===== config.mk =====
export PLATFORM = sky130hd
export DESIGN_NAME = tmr_prescale_sel
export DESIGN_NICKNAME = d
export VERILOG_FILES = /design/src/rtl/tmr_prescale_sel.sv
export SDC_FILE = /design/constraint.sdc
export NUM_CORES = 1
export LEC_CHECK = 0
export BUFFER_PORTS_ARGS = -buffer_cell sky130_fd_sc_hd__buf_2
export CELL_PAD_IN_SITES_DETAIL_PLACEMENT = 0
export CELL_PAD_IN_SITES_GLOBAL_PLACEMENT = 1
export CORE_MARGIN = 8
export CORE_UTILIZATION = 41
export DETAILED_ROUTE_END_ITERATION = 8
export PLACE_DENSITY = 0.84
export SLEW_MARGIN = 20
export SYNTH_ARGS = -nofsm -noshare
export SYNTH_HDL_FRONTEND = slang
export SYNTH_SLANG_ARGS = --single-unit
export TNS_END_PERCENT = 10

===== constraint.sdc =====
create_clock -name clk -period 1.7 [get_ports clk]
set_input_delay 0.34 -clock clk [delete_from_list [all_inputs] [get_ports clk]]
set_output_delay 0.34 -clock clk [all_outputs]
set_load 0.05 [all_outputs]

===== src/rtl/tmr_prescale_sel.sv =====
module tmr_prescale_sel #(
  parameter int DIV_W  = 10,
  parameter int TAP0_W = 3,
  parameter int TAP1_W = 6,
  parameter int TAP2_W = 8,
  parameter int SYNC_N = 2
) (
  input  logic       clk,
  input  logic       rst_n,
  input  logic       presc_clr,
  input  logic [2:0] sel_a,
  input  logic [2:0] sel_b,
  input  logic       ext_a,
  input  logic       ext_b,
  output logic       tick_a,
  output logic       tick_b
);
  localparam int NCH = 2;

  logic [DIV_W-1:0] div_q;
  logic [3:0]       tap;
  logic [NCH-1:0][2:0] sel_v;
  logic [NCH-1:0]   ext_v;
  logic [NCH-1:0]   tick_v;

  always_ff @(posedge clk or negedge rst_n)
    if (!rst_n)         div_q <= '0;
    else if (presc_clr) div_q <= '0;
    else                div_q <= div_q + 1'b1;

  assign tap[0] = (div_q[TAP0_W-1:0] == '0);
  assign tap[1] = (div_q[TAP1_W-1:0] == '0);
  assign tap[2] = (div_q[TAP2_W-1:0] == '0);
  assign tap[3] = (div_q == '0);

  assign sel_v  = {sel_b, sel_a};
  assign ext_v  = {ext_b, ext_a};
  assign tick_a = tick_v[0];
  assign tick_b = tick_v[1];

  assert_clr_zero_R7: assert property (@(posedge clk) disable iff (!rst_n)
    presc_clr |=> (div_q == '0));
  assert_free_run_R6: assert property (@(posedge clk) disable iff (!rst_n)
    !presc_clr |=> (div_q == DIV_W'($past(div_q) + 1'b1)));

  for (genvar ch = 0; ch < NCH; ch++) begin : g_ch
    logic [SYNC_N:0] sh;
    logic            rise, fall, t;

    always_ff @(posedge clk or negedge rst_n)
      if (!rst_n) sh <= '0;
      else        sh <= {sh[SYNC_N-1:0], ext_v[ch]};

    assign rise = sh[SYNC_N-1] & ~sh[SYNC_N];
    assign fall = ~sh[SYNC_N-1] & sh[SYNC_N];

    always_comb
      case (sel_v[ch])
        3'd0:    t = 1'b0;
        3'd1:    t = 1'b1;
        3'd2:    t = tap[0];
        3'd3:    t = tap[1];
        3'd4:    t = tap[2];
        3'd5:    t = tap[3];
        3'd6:    t = fall;
        default: t = rise;
      endcase

    assign tick_v[ch] = t;

    assert_stop_R2: assert property (@(posedge clk) disable iff (!rst_n)
      (sel_v[ch] == 3'd0) |-> !tick_v[ch]);
    assert_every_clk_R3: assert property (@(posedge clk) disable iff (!rst_n)
      (sel_v[ch] == 3'd1) |-> tick_v[ch]);
    assert_tap_single_R4: assert property (@(posedge clk) disable iff (!rst_n)
      (sel_v[ch] == 3'd2 && tick_v[ch] && !presc_clr)
        |=> (sel_v[ch] != 3'd2 || !tick_v[ch]));
    assert_rise_single_R8: assert property (@(posedge clk) disable iff (!rst_n)
      (sel_v[ch] == 3'd7 && tick_v[ch]) |=> !(sel_v[ch] == 3'd7 && tick_v[ch]));
    assert_fall_single_R9: assert property (@(posedge clk) disable iff (!rst_n)
      (sel_v[ch] == 3'd6 && tick_v[ch]) |=> !(sel_v[ch] == 3'd6 && tick_v[ch]));
  end
endmodule


# Word level (Yosys, flattened, before mapping)
# Cells that the tools add are included.
# totals
regBits	16
out_inout_bits	2
inputBits	11
# op_classes
eq_ne	12
mux	3
addsub	1
n_bitwise	8
n_reduce_logical	6
# op_table
cell	n
3-bit == test (second input constant)	6
1-bit case mux with 7 select lines	2
3-bit by 2-bit == test with 1-bit output (second input constant)	4
10-bit by 1-bit adder with 10-bit output (second input constant)	1
10-bit zero test	1
10-bit two-way mux	1
3-bit zero test	3
8-bit zero test	1
3-bit by 1-bit == test with 1-bit output (second input constant)	2
6-bit zero test	1
1-bit bitwise AND	4
1-bit inverter	4

# Depth between registers and ports, before layout
# depth
word_depth	3
ltp_mapped	6
depth_no_buf	6

# Least setup slack after synthesis
# Ideal clock, no wire load.
# synth_timing
kind	reg-to-output
start	reg div_q[0]
end	out tick_b
n_path_buf	0
path_slack_ns	-0.542
arrival_ns	1.902
stages_incl_launch_ff	7
t_required_ns	1.360
path_cell_list	dfrtp_1 > inv_1 > ha_1 > nor2b_2 > nand3_2 > o31a_1 > o2bb2ai_1
# synth_between
elab_chain_len	2
word_cells_on_any_way	5
# synth_rtl
element	line	text
start, declared	20	logic [DIV_W-1:0] div_q;
start signal, assigned	29	else div_q <= div_q + 1'b1;
10-bit zero test, or another cell as far along	34	assign tap[3] = (div_q == '0);
1-bit case mux with 7 select lines *	58	case (sel_v[ch])
end, declared	16	output logic tick_b
# Every way passes the cells marked *; elsewhere a longest branch is shown, timed or not.

# Worst setup path in the final report
# Ends and elaborated chain as after synthesis.

==> impl_results.md <==
* Outcome: finished, violations left
* Failing checks: setup timing
* ANT cells at 0
* Vias at 655
* Final nets at 121
* Core Rows at 16
* Initial antenna violation count at 0
* Most frequent cells in the layout: 16 x dfrtp_1, 13 x buf_4, 11 x nor2_1, 10 x buf_2
* Layout fillers at 177
* Antenna viol nets, final at 0
* RSZ-0062 raised after global routing: true
* GR Overflow Total at 0
* Req. time, crit path at 1360 ps
* Initial Utilization at 0.422
* Gate Count Post-Synth at 78
* Rel. slew slack at 0.778
* Remaining DRCs at 0
* Number of max-cap violations at 0
* Die height at 60.3 um
* DRT iter0 DRCs at 5
* Setup tns final at -862 ps
* Global-route wire length before repair at 2.84 mm
* Final worst slack at -436 ps
* Tcrit/Tclk final at 1.26
* H-tree levels at 1
* Layout cell share with drive strength beyond 1 at 0.402
* Post-Route WL at 1.70 mm
* CTS max path bufs at 2
* GRT Util Overall at 0.104
* Clock Pin Slew Worst Setup and Hold Paths at 90 ps
* Hold Vio Cnt, Final at 0
* Synth Area per Inst at 10.3 sq um
* Yosys reg bits at 16
* Netlist Area Pre-Place at 803 sq um
* Slew Viols, Final at 0
* Crit. End Element: output pin
* Yosys top cell by area: dfrtp_1
* # IOs at 13
* Number of port buffers at 12
* Synth top area share at 0.498
* LEAKAGE at 0.000527 uW
* HPWL Detailed at 1.27 mm
* Clk Latency, worst-skew pair at 280 ps
* Min Hold Slack at 159 ps
* Area Growth Syn to Fin at 40.5%
* Placer Congestion at 0.751
* Final setup fails at 2
* Vias in the first global route at 682
* CP max FO at 4
* Seq/Total Area, Yosys at 0.498
* Mapped Nets at 91
* Width of the chip at 60.3 um
* Pwr/cell area at 738 nW/um^2
* Vias per inst at 4.89
* CP Class: flop to output pin
* Post-DR wirelength/cell at 12.6 um
* CTS Buf Count at 3
* Largest net degree at the start of global routing at 17
* TritonRoute pass-1 iters at 4
* F_max at 468 MHz
* Least-Margin Pin Slew at 333 ps
* Clk sink count at 16
* Setup crit start kind: flop
* Commonest non-fill, non-tap cell in the layout: dfrtp_1
* WP data arrival at 1800 ps
* Skew final at 2.22 ps
* Max VDD drop at 0.000550 V
* Fin crit period at 2140 ps
* Synthesis Warnings at 0
* Dominant cells by area after synthesis: dfrtp_1 50%, xnor2_1 6.5%, nor2_1 5.1%, inv_1 3.7%, a31oi_1 3.1%
* TritonCTS clock tree: yes
* Core Region at 1900 sq um
* Overall power at 833 uW
* Post-synthesis cell type count at 28
* Hold Crit Class: input pin to flop
* Placed cell area at 1000 sq um
* CTS Root Cell: clkbuf_4
* Design area at 1130 sq um
* Die Footprint at 3630 sq um
-- final cells by class --
cell class	count	area, sq um	share of cell area
Tap cell	27	33.8	0.0299
Sequential cell	16	400	0.355
Multi-Input combinational cell	52	440	0.390
Timing Repair Buffer	26	184	0.163
Inverter	9	33.8	0.0299
Clock buffer	4	36.3	0.0322
-- cell families (layout without fill, tap and decap cells) --
logic type / count (synthesis) / count (layout) / share of synthesized area
AOI/OAI and AO/OA: 12 / 12 / 0.115
and+or+nand+nor: 30 / 30 / 0.221
DFF: 16 / 16 / 0.498
buffers and inverters: 10 / 39 / 0.0467
adders and majority gates: 2 / 2 / 0.0311
xor gates and xnor gates: 8 / 8 / 0.0872
-- state kept, by name, indices dropped and copies added (netlist names) --
name	count
g_ch.sh	6
div_q	10
-- layer usage --
metal	vias to the layer above	track usage	share of wire
met1	301	0.111	0.40
met3	6	0.0237	0.042
met2	20	0.178	0.53
met4	0	0.0646	0.025
li1	328	-	-
met5	-	0	0
-- per-stage QoR --
step	util	instances	setup WS [ps]
final	0.593	134	-436
after global routing	0.593	134	-512
after CTS	0.593	134	-527
after detailed placement	0.526	126	-298
after global placement	0.526	126	-203
after floorplan	-	78	-94.5
-- report_power, final --
| part | switching [uW] | total, uW | internal (uW) | leakage, uW |
|---|---|---|---|---|
| logic | 98.3 | 190 | 91.9 | 0.000299 |
| clock network | 111 | 241 | 130 | 0.0000210 |
| registers | 8.03 | 401 | 393 | 0.000207 |
| total | 217 | 833 | 615 | 0.000527 |
-- critical path, cell delays in order, from the launching register on --
cell	delay (ps)
dfrtp_1	400
inv_2	80
ha_4	120
nor2b_4	180
nand3_4	120
o41ai_4	300
o2bb2ai_4	150
buf_6	170
-- path summary, 6_finish.rpt --
check / from / endpoint / slack (ps) / depth (start not counted)
max reg2reg: div_q[0] / div_q[6] / 190 / 7
min reg2reg: g_ch[1].sh[0] / g_ch[1].sh[1] / 350 / 0
max: div_q[0] / tick_b / -440 / 7
max in group asynchronous: rst_n / div_q[0] / 970 / 2
min: ext_a / g_ch[0].sh[0] / 160 / 1
min in group asynchronous: rst_n / div_q[6] / 480 / 2
-- timing repair --
action                     CTS  global route
buffers inserted             3             0
pin swaps                    3             2
hold buffers                 1             0
resized for setup           12             0
hold endpoints to repair    16             0
setup endpoints to repair    2             2
-- cells in the mapped netlist (all sizes together) --
library cell and count:
nand2 2, xor2 2, nand4 1, nor2 11, o31a 1, nand3 6, clkbuf 1, xnor2 6
a32o 1, o21ai 3, ha 2, a31oi 4, o41ai 2, nand2b 1, inv 9, nor4 1
nor2b 2, nor3 3, and3b 1, dfrtp 16, nor3b 1, o2bb2ai 1, and3 1
(Power assumes the default switching activity.)
